## src/rtl/pkw_pkg.sv

```systemverilog
package pkw_pkg;
    localparam int WORD_W   = 32;
    localparam int ADDR_W   = 8;
    localparam int BYTE_W   = 8;
    localparam int ADDR_LSB = 0;
    localparam int WDAT_LSB = ADDR_LSB + ADDR_W;
    localparam int DIR_POS  = WDAT_LSB + BYTE_W;
    localparam int BUSY_POS = 23;
    localparam int RDAT_LSB = 24;
    localparam int GAP_W    = BUSY_POS - DIR_POS - 1;

    typedef struct packed {
        logic              we;
        logic [BYTE_W-1:0] wdata;
        logic [ADDR_W-1:0] addr;
    } pkw_cmd_t;

    function automatic pkw_cmd_t unpack_cmd(input logic [WORD_W-1:0] w);
        pkw_cmd_t c;
        c.addr  = w[ADDR_LSB +: ADDR_W];
        c.wdata = w[WDAT_LSB +: BYTE_W];
        c.we    = w[DIR_POS];
        return c;
    endfunction

    function automatic logic [WORD_W-1:0] pack_status(input pkw_cmd_t c,
                                                      input logic busy,
                                                      input logic [BYTE_W-1:0] rd);
        logic [WORD_W-1:0] w;
        w = '0;
        w[ADDR_LSB +: ADDR_W] = c.addr;
        w[WDAT_LSB +: BYTE_W] = c.wdata;
        w[DIR_POS]            = c.we;
        w[BUSY_POS]           = busy;
        w[RDAT_LSB +: BYTE_W] = rd;
        return w;
    endfunction
endpackage

```

## src/rtl/pkw_cmd_latch.sv

```systemverilog
module pkw_cmd_latch
    import pkw_pkg::*;
(
    input  logic              clk,
    input  logic              rst,
    input  logic              wr_en,
    input  logic [WORD_W-1:0] wdata,
    input  logic              busy,
    output logic              accept,
    output pkw_cmd_t          cmd_q
);
    assign accept = wr_en && !busy;

    always_ff @(posedge clk) begin
        if (rst) begin
            cmd_q <= '0;
        end else if (accept) begin
            cmd_q <= unpack_cmd(wdata);
        end
    end

    // a write arriving while busy leaves the latched command untouched
    p_hold_while_busy_r3: assert property (@(posedge clk) disable iff (rst)
        busy |=> $stable(cmd_q));
endmodule

```

## src/rtl/pkw_busy_timer.sv

```systemverilog
module pkw_busy_timer #(
    parameter int LATENCY = 4
) (
    input  logic clk,
    input  logic rst,
    input  logic start,
    output logic busy,
    output logic last
);
    localparam int CNT_W = (LATENCY > 1) ? $clog2(LATENCY) : 1;
    localparam logic [CNT_W-1:0] CNT_INIT = CNT_W'(LATENCY - 1);

    logic [CNT_W-1:0] cnt_q;
    logic             busy_q;

    always_ff @(posedge clk) begin
        if (rst) begin
            busy_q <= 1'b0;
            cnt_q  <= '0;
        end else if (!busy_q) begin
            if (start) begin
                busy_q <= 1'b1;
                cnt_q  <= CNT_INIT;
            end
        end else if (cnt_q == '0) begin
            busy_q <= 1'b0;
        end else begin
            cnt_q <= cnt_q - 1'b1;
        end
    end

    assign busy = busy_q;
    assign last = busy_q && (cnt_q == '0);

    // busy rises the cycle after an accepted start
    p_busy_after_start_r2: assert property (@(posedge clk) disable iff (rst)
        (start && !busy) |=> busy);
    // busy falls right after the final busy cycle
    p_busy_ends_r2: assert property (@(posedge clk) disable iff (rst)
        last |=> !busy);
    // counter never exceeds its load value
    p_cnt_range_r2: assert property (@(posedge clk) disable iff (rst)
        busy |-> (cnt_q <= CNT_INIT));
endmodule

```

## src/rtl/pkw_rd_hold.sv

```systemverilog
module pkw_rd_hold
    import pkw_pkg::*;
(
    input  logic              clk,
    input  logic              rst,
    input  logic              capture,
    input  logic [BYTE_W-1:0] din,
    output logic [BYTE_W-1:0] dout
);
    always_ff @(posedge clk) begin
        if (rst) begin
            dout <= '0;
        end else if (capture) begin
            dout <= din;
        end
    end
endmodule

```

## src/rtl/pkw_reg_bridge.sv

```systemverilog
module pkw_reg_bridge
    import pkw_pkg::*;
#(
    parameter int LATENCY = 4
) (
    input  logic              clk,
    input  logic              rst,
    input  logic              host_wr_en,
    input  logic [WORD_W-1:0] host_wdata,
    output logic [WORD_W-1:0] host_rdata,
    output logic              reg_en,
    output logic              reg_we,
    output logic [ADDR_W-1:0] reg_addr,
    output logic [BYTE_W-1:0] reg_wdata,
    input  logic [BYTE_W-1:0] reg_rdata
);
    pkw_cmd_t          cmd_q;
    logic              accept;
    logic              busy;
    logic              last;
    logic              rd_done;
    logic [BYTE_W-1:0] rd_byte;

    pkw_cmd_latch u_latch (
        .clk    (clk),
        .rst    (rst),
        .wr_en  (host_wr_en),
        .wdata  (host_wdata),
        .busy   (busy),
        .accept (accept),
        .cmd_q  (cmd_q)
    );

    pkw_busy_timer #(.LATENCY(LATENCY)) u_timer (
        .clk   (clk),
        .rst   (rst),
        .start (accept),
        .busy  (busy),
        .last  (last)
    );

    assign rd_done = last && !cmd_q.we;

    pkw_rd_hold u_rd (
        .clk     (clk),
        .rst     (rst),
        .capture (rd_done),
        .din     (reg_rdata),
        .dout    (rd_byte)
    );

    assign reg_en     = last;
    assign reg_we     = last && cmd_q.we;
    assign reg_addr   = cmd_q.addr;
    assign reg_wdata  = cmd_q.wdata;
    assign host_rdata = pack_status(cmd_q, busy, rd_byte);

    // a strobe is followed by the fall of busy
    p_strobe_then_idle_r4: assert property (@(posedge clk) disable iff (rst)
        reg_en |=> !host_rdata[BUSY_POS]);
    // no strobe while idle
    p_no_idle_strobe_r4: assert property (@(posedge clk) disable iff (rst)
        !host_rdata[BUSY_POS] |-> !reg_en);
    // a completed read exposes the strobe-cycle byte
    p_read_capture_r5: assert property (@(posedge clk) disable iff (rst)
        (reg_en && !reg_we) |=> host_rdata[RDAT_LSB +: BYTE_W] == $past(reg_rdata));
    // without a completing read the read byte is held
    p_read_hold_r6: assert property (@(posedge clk) disable iff (rst)
        !(reg_en && !reg_we) |=> $stable(host_rdata[RDAT_LSB +: BYTE_W]));
    // reserved bits stay zero
    p_gap_zero_r8: assert property (@(posedge clk) disable iff (rst)
        host_rdata[BUSY_POS-1:DIR_POS+1] == '0);
endmodule

```

## config.mk

```make
export PLATFORM = sky130hd
export DESIGN_NAME = pkw_reg_bridge
export DESIGN_NICKNAME = d
export VERILOG_FILES = /design/src/rtl/pkw_pkg.sv /design/src/rtl/pkw_cmd_latch.sv /design/src/rtl/pkw_busy_timer.sv /design/src/rtl/pkw_rd_hold.sv /design/src/rtl/pkw_reg_bridge.sv
export SDC_FILE = /design/constraint.sdc
export NUM_CORES = 1
export LEC_CHECK = 0
export BUFFER_PORTS_ARGS = -buffer_cell sky130_fd_sc_hd__buf_4
export CAP_MARGIN = 20
export CORE_MARGIN = 1.5
export CORE_UTILIZATION = 30
export DETAILED_ROUTE_END_ITERATION = 10
export PLACE_DENSITY = 0.66
export SYNTH_ARGS = -nofsm -noshare
export SYNTH_HDL_FRONTEND = slang
export SYNTH_SLANG_ARGS = --single-unit
```

## constraint.sdc

```tcl
create_clock -name clk -period 1.15 [get_ports clk]
set_input_delay 0.115 -clock clk [delete_from_list [all_inputs] [get_ports clk]]
set_output_delay 0.115 -clock clk [all_outputs]
set_load 0.05 [all_outputs]
```

---- After elaboration in Yosys (flattened, before gate mapping) ----
Index checks and enable logic that the tools add are counted.
cells by class
  $add $sub $neg .......................... 1
  eq/ne operators ......................... 1
  muxes and demuxes ....................... 6
  reduce and logical (&&, ||, !) cells .... 9
operators with widths
  kind                                              count
  two-way mux 2 bit                                 3
  logical AND 1 bit                                 4
  two-way mux 1 bit                                 3
  logical NOT 1 bit                                 2
  logical NOT 2 bit                                 1
  != test 2 bit, second input constant              1
  AND reduction 2 bit                               1
  nonzero test 2 bit                                1
  subtractor 2 x 1 -> 2 bit, second input constant  1
storage, ports and cells
  register bits after elaboration ......... 28

---- Longest topological paths before layout ----
  depth in word-level cells ............... 4
  depth in mapped cells ................... 6

---- By module ----
Synthesis repeated with hierarchy kept, for this count alone.
second synthesis, totals
  cells, all modules ...................... 142
  area total of the unflattened synthesis .. 1436.4 µm²
modules (own cells, without submodules)
  module          instances  cells an instance  area an instance (µm²)  sequential area each (µm²)
  pkw_cmd_latch   1          76                 810.8                   340.3
  pkw_rd_hold     1          26                 285.3                   160.2
  pkw_reg_bridge  1          26                 192.7                   0.0
  pkw_busy_timer  1          14                 147.6                   60.1

---- Worst setup path after synthesis ----
No wires, ideal clock.
  path type ............................... flip-flop to flip-flop
  from .................................... register u_timer.cnt_q[0]
  to ...................................... register u_timer.cnt_q[1]
  library setup time ...................... 86 ps
  data arrival time ....................... 1432 ps
  slack ................................... -368 ps
  cell stages (with the launch flop) ...... 6
  cells stage by stage .................... dfxtp_1 -> inv_1 -> ha_1 -> and2_1 -> o21bai_1 -> a221oi_2
on the way
  cells in the longest elaborated chain, start to end .. 3
  elaborated cells between the ends (all ways) .. 6
  classes of those cells .................. 1 x add/sub; 1 x eq/ne; 2 x mux; 2 x reduce/logical
RTL lines
  item                                                                   line                                        RTL
  start, declared                                                        pkw_busy_timer.sv:13                        logic [CNT_W-1:0] cnt_q;
  start signal, assigned                                                 pkw_busy_timer.sv:28                        cnt_q <= cnt_q - 1'b1;
  subtractor 2 x 1 -> 2 bit / logical NOT 2 bit (equally long branches)  pkw_busy_timer.sv:28, pkw_busy_timer.sv:25
  two-way mux 2 bit / != test 2 bit (equally long branches)              n/a
  two-way mux 2 bit / AND reduction 2 bit (equally long branches)        n/a
Several ways; a longest one is shown, not always the timed one. The select of a mux whose other input is x is not followed.
A chain may end at the register's enable or synchronous reset.

---- Final worst setup path ----
  from .................................... register u_timer.cnt_q[0]
  to ...................................... output reg_en
on the way
  cells in the longest elaborated chain, start to end .. 2
RTL lines
  item               line                  RTL
  logical NOT 2 bit  pkw_busy_timer.sv:33  assign last = busy_q && (cnt_q == '0);
  logical AND 1 bit  pkw_busy_timer.sv:33
  end, declared      pkw_reg_bridge.sv:11  output logic reg_en,
No other way between the ends.

==> PnR_summary.wiki <==
{| class="wikitable"
! Metric !! Value
|-
| Run status || finished, violations left
|-
| Violated checks || setup timing
|-
| Max Buffers Root-to-Sink || 2
|-
| Reg2Reg Depth || 7
|-
| Global Route Usage Sum || 11.3%
|-
| Worst Setup Path Type || reg2out
|-
| Synthesized area divided by synthesized cell count || 8.03 sq um
|-
| Die outline area || 4410 sq um
|-
| Routed WL || 2640 um
|-
| Required time of the critical path || 1.03 ns
|-
| Via density per instance || 4.22
|-
| Via count || 1,093
|-
| Setup TNS || -1.48 ns
|-
| Wirelength per Cell || 10.2 um
|-
| Layout overhead on the synthesized area || 54.9%
|-
| Fraction of layout cells with a size suffix above 1 || 51.2%
|-
| Worst hold path cell count || 3
|-
| Endpoint type of the worst setup path || output port
|-
| Max Transition Viols Final || 0
|-
| Pwr dens || 1460 nW/um^2
|-
| Placement row count || 22
|-
| Height of the chip || 66.4 um
|-
| GRT overflow || 0
|-
| Combinational family with the most area after synthesis || simple AND/OR/NAND/NOR gates
|-
| Simple-gate share of the synthesized area || 19.8%
|-
| Maximum level of the CTS H-tree || 1
|-
| Sequential share of the synthesized area || 46.5%
|-
| Detailed Routing Iterations Pass 1 || 3
|-
| CTS Sinks || 28
|-
| Starting density of the core || 32.0%
|-
| Proportion of total power due to net switching || 32.8%
|-
| Post-detail-place hpwl || 1820 um
|-
| Post-synthesis xor/xnor area fraction || 0%
|-
| Initial antenna violation count || 0
|-
| Critical-path cell list || inv_2 -> ha_4 -> and2_4 -> buf_6 -> buf_8
|-
| Class of the tightest hold or removal check || in2reg
|-
| Clock latency on the worst-skew pair || 0.27 ns
|-
| CTS clk-pin slew, worst paths || 0.09 ns
|-
| Longest individual stage delay on the worst path || 0.34 ns
|-
| Sort of element at the start of the critical path || register
|-
| Leakage component of the power || 0.000870 uW
|-
| Max Clk Rate || 764 MHz
|-
| Synthesized-area fraction occupied by ao, oa, aoi and oai cells || 13.3%
|-
| Final period demand of the worst path || 1.31 ns
|-
| Net switching power figure || 898 uW
|-
| Proportion of power drawn by flip-flops and latches || 39.5%
|-
| Distinct cell type count of the synthesized netlist || 21
|-
| Count of max-cap constraint violations || 0
|-
| Number of antenna-violating nets in the routed design || 0
|-
| Placeable Area || 3770 sq um
|-
| Nets@finish || 256
|-
| RSZ-0062 raised after global routing || yes
|-
| Synthesized flop and latch total || 28
|-
| Post-route DRC || 0
|-
| Clk_skew || 0.00390 ns
|-
| Cell chosen for the clock root || clkbuf_8
|-
| Hold slack || 0.0772 ns
|-
| Clock tree from TritonCTS || yes
|-
| Count of hold-fix buffers inserted at cts || 0
|-
| Final clock period utilization by the worst path || 114%
|-
| Final setup margin || -0.159 ns
|-
| Cell count after synthesis || 150
|-
| Maximum number of pins on one net before global-route repair || 29
|-
| Share of synthesized area spent on multiplexers || 0%
|-
| Clock power share || 27.6%
|-
| First-iteration detailed-routing DRC count || 39
|-
| Cell area after synthesis || 1200 sq um
|-
| Arithmetic-cell share of the synthesized area counting full adders, half adders and majority gates || 1.04%
|-
| Number of hold violations in the final report || 0
|-
| Die width || 66.4 um
|-
| Internal portion of total power || 1840 uW
|-
| Global-route wire length before repair || 3870 um
|-
| Number of warnings printed during yosys synthesis || 0
|-
| Arrival time at the worst endpoint || 1.19 ns
|-
| Top Ports || 93
|-
| Port buffer count || 71
|-
| Vias in the first global route || 928
|-
| Number of CTS-inserted buffers || 3
|-
| Comb pwr share || 32.9%
|-
| Antenna fix cells || 0
|-
| Top fanout value on the critical path || 3
|-
| Maximum VDD drop || 0.000915 V
|-
| Setup-violating endpoint count in the final report || 12
|-
| Cell with the biggest individual delay on the critical path || dfxtp_2
|-
| GP Congestion || 0.633
|}
## per-layer routing
| metal | wire length [um] | track usage, % | vias up |
|---|---|---|---|
| li1 | - | - | 567 |
| met1 | 1090 | 12.4 | 475 |
| met2 | 1320 | 21.3 | 49 |
| met3 | 216 | 3.24 | 2 |
| met4 | 8 | 2.30 | 0 |
| met5 | 0 | 0 | - |
## power groups by stage
| stage | clock (uW) | sequential, uW | combinational [uW] |
|---|---|---|---|
| 6_report | 755 | 1080 | 899 |
| 4_1_cts | 788 | 1080 | 860 |
| 3_3_place_gp | 0 | 1100 | 806 |
| 3_5_place_dp | 0 | 1100 | 812 |
| 2_1_floorplan | 0 | 1280 | 435 |
| 5_1_grt | 840 | 1090 | 952 |
## cells in the final DEF (no fill, tap or decap)
cell        n
buf_4      76
nand2_1    48
dfxtp_1    24
a21oi_1    20
a21oi_2     6
conb_1      6
buf_6       5
clkbuf_8    3
dfxtp_2     3
inv_2       2
nand2_2     2
and2_4      1
and3_2      1
and3b_2     1
nand3b_1    1
nor2b_1     1
nand2b_1    1
o21bai_4    1
nor2_1      1
nor2b_4     1
a221oi_2    1
a21o_1      1
ha_4        1
bufinv_16   1
buf_8       1
buf_12      1
dfxtp_4     1
## Yosys cell counts, drive strengths merged
master,number,area [sq um]
nor2,1,3.75
nand3b,1,7.51
and3b,1,8.76
ha,1,12.5
a21oi,26,130
conb,1,3.75
a21o,1,7.51
nand2,50,188
inv,2,7.51
nand2b,1,6.26
and2,1,6.26
and3,1,6.26
a221oi,1,15.0
o21bai,1,7.51
nor2b,2,12.5
clkbuf,1,3.75
buf,30,218
dfxtp,28,561
## state kept, by name (all words and copies together), names as in the netlist
| name | flops |
|---|---|
| u_latch.cmd_q | 17 |
| u_rd.dout | 8 |
| u_timer.cnt_q | 2 |
| u_timer.busy | 1 |
## worst paths after layout
| path | from | endpoint | slack (ns) |
|---|---|---|---|
| setup / recovery | u_timer.cnt_q[0]$_SDFFE_PP0P_ | reg_en | -0.16 |
| hold / removal | host_wdata[16] | u_latch.cmd_q[16]$_SDFFE_PP0P_ | 0.08 |
| setup reg to reg | u_timer.cnt_q[0]$_SDFFE_PP0P_ | u_rd.dout[4]$_SDFFE_PP0P_ | -0.14 |
| hold reg to reg | u_rd.dout[2]$_SDFFE_PP0P_ | u_rd.dout[2]$_SDFFE_PP0P_ | 0.46 |
## kinds of logic after synthesis
| group | count (synthesis) |
|---|---|
| AOI/OAI and AO/OA | 29 |
| adders and majority gates | 1 |
| other | 1 |
| and+or+nand+nor | 58 |
| DFF | 28 |
| buffers and inverters | 33 |
## stage by stage
step	cell area (sq um)	total power [uW]	setup slack, ns	util [%]	std cells
detailed placement	1660	1910	-0.104	44.1	248
CTS	1800	2730	-0.173	47.7	256
finish	1870	2730	-0.159	49.5	259
global route	1870	2880	-0.206	49.5	259
floorplan	1240	1710	-0.0981	-	155
global placement	1660	1900	-0.0579	44.1	248
## worst max-delay path, delay by kind of cell, from the launching register on
family                     cells  cell delay, ns
DFF                            1            0.34
adders and majority gates      1            0.16
and+or+nand+nor                1            0.14
buffers and inverters          3            0.30
## final cells by class
cell class | instances | area, sq um
fillers | 373 | 1900
clock inverters | 1 | 30.0
repair buffers | 83 | 662
multi-input cells | 94 | 498
inverters | 2 | 7.51
well taps | 48 | 60.1
clock buffers | 3 | 41.3
flip-flops and latches | 28 | 568
## repair_timing
item | in CTS | in global routing
setup buffers | 4 | 3
endpoints found under the setup margin | 12 | 13
pin swaps | 10 | 6
hold endpoints to repair | 0 | 0
resized for setup | 11 | 14
No activity file was read; power rests on OpenSTA's default activity.
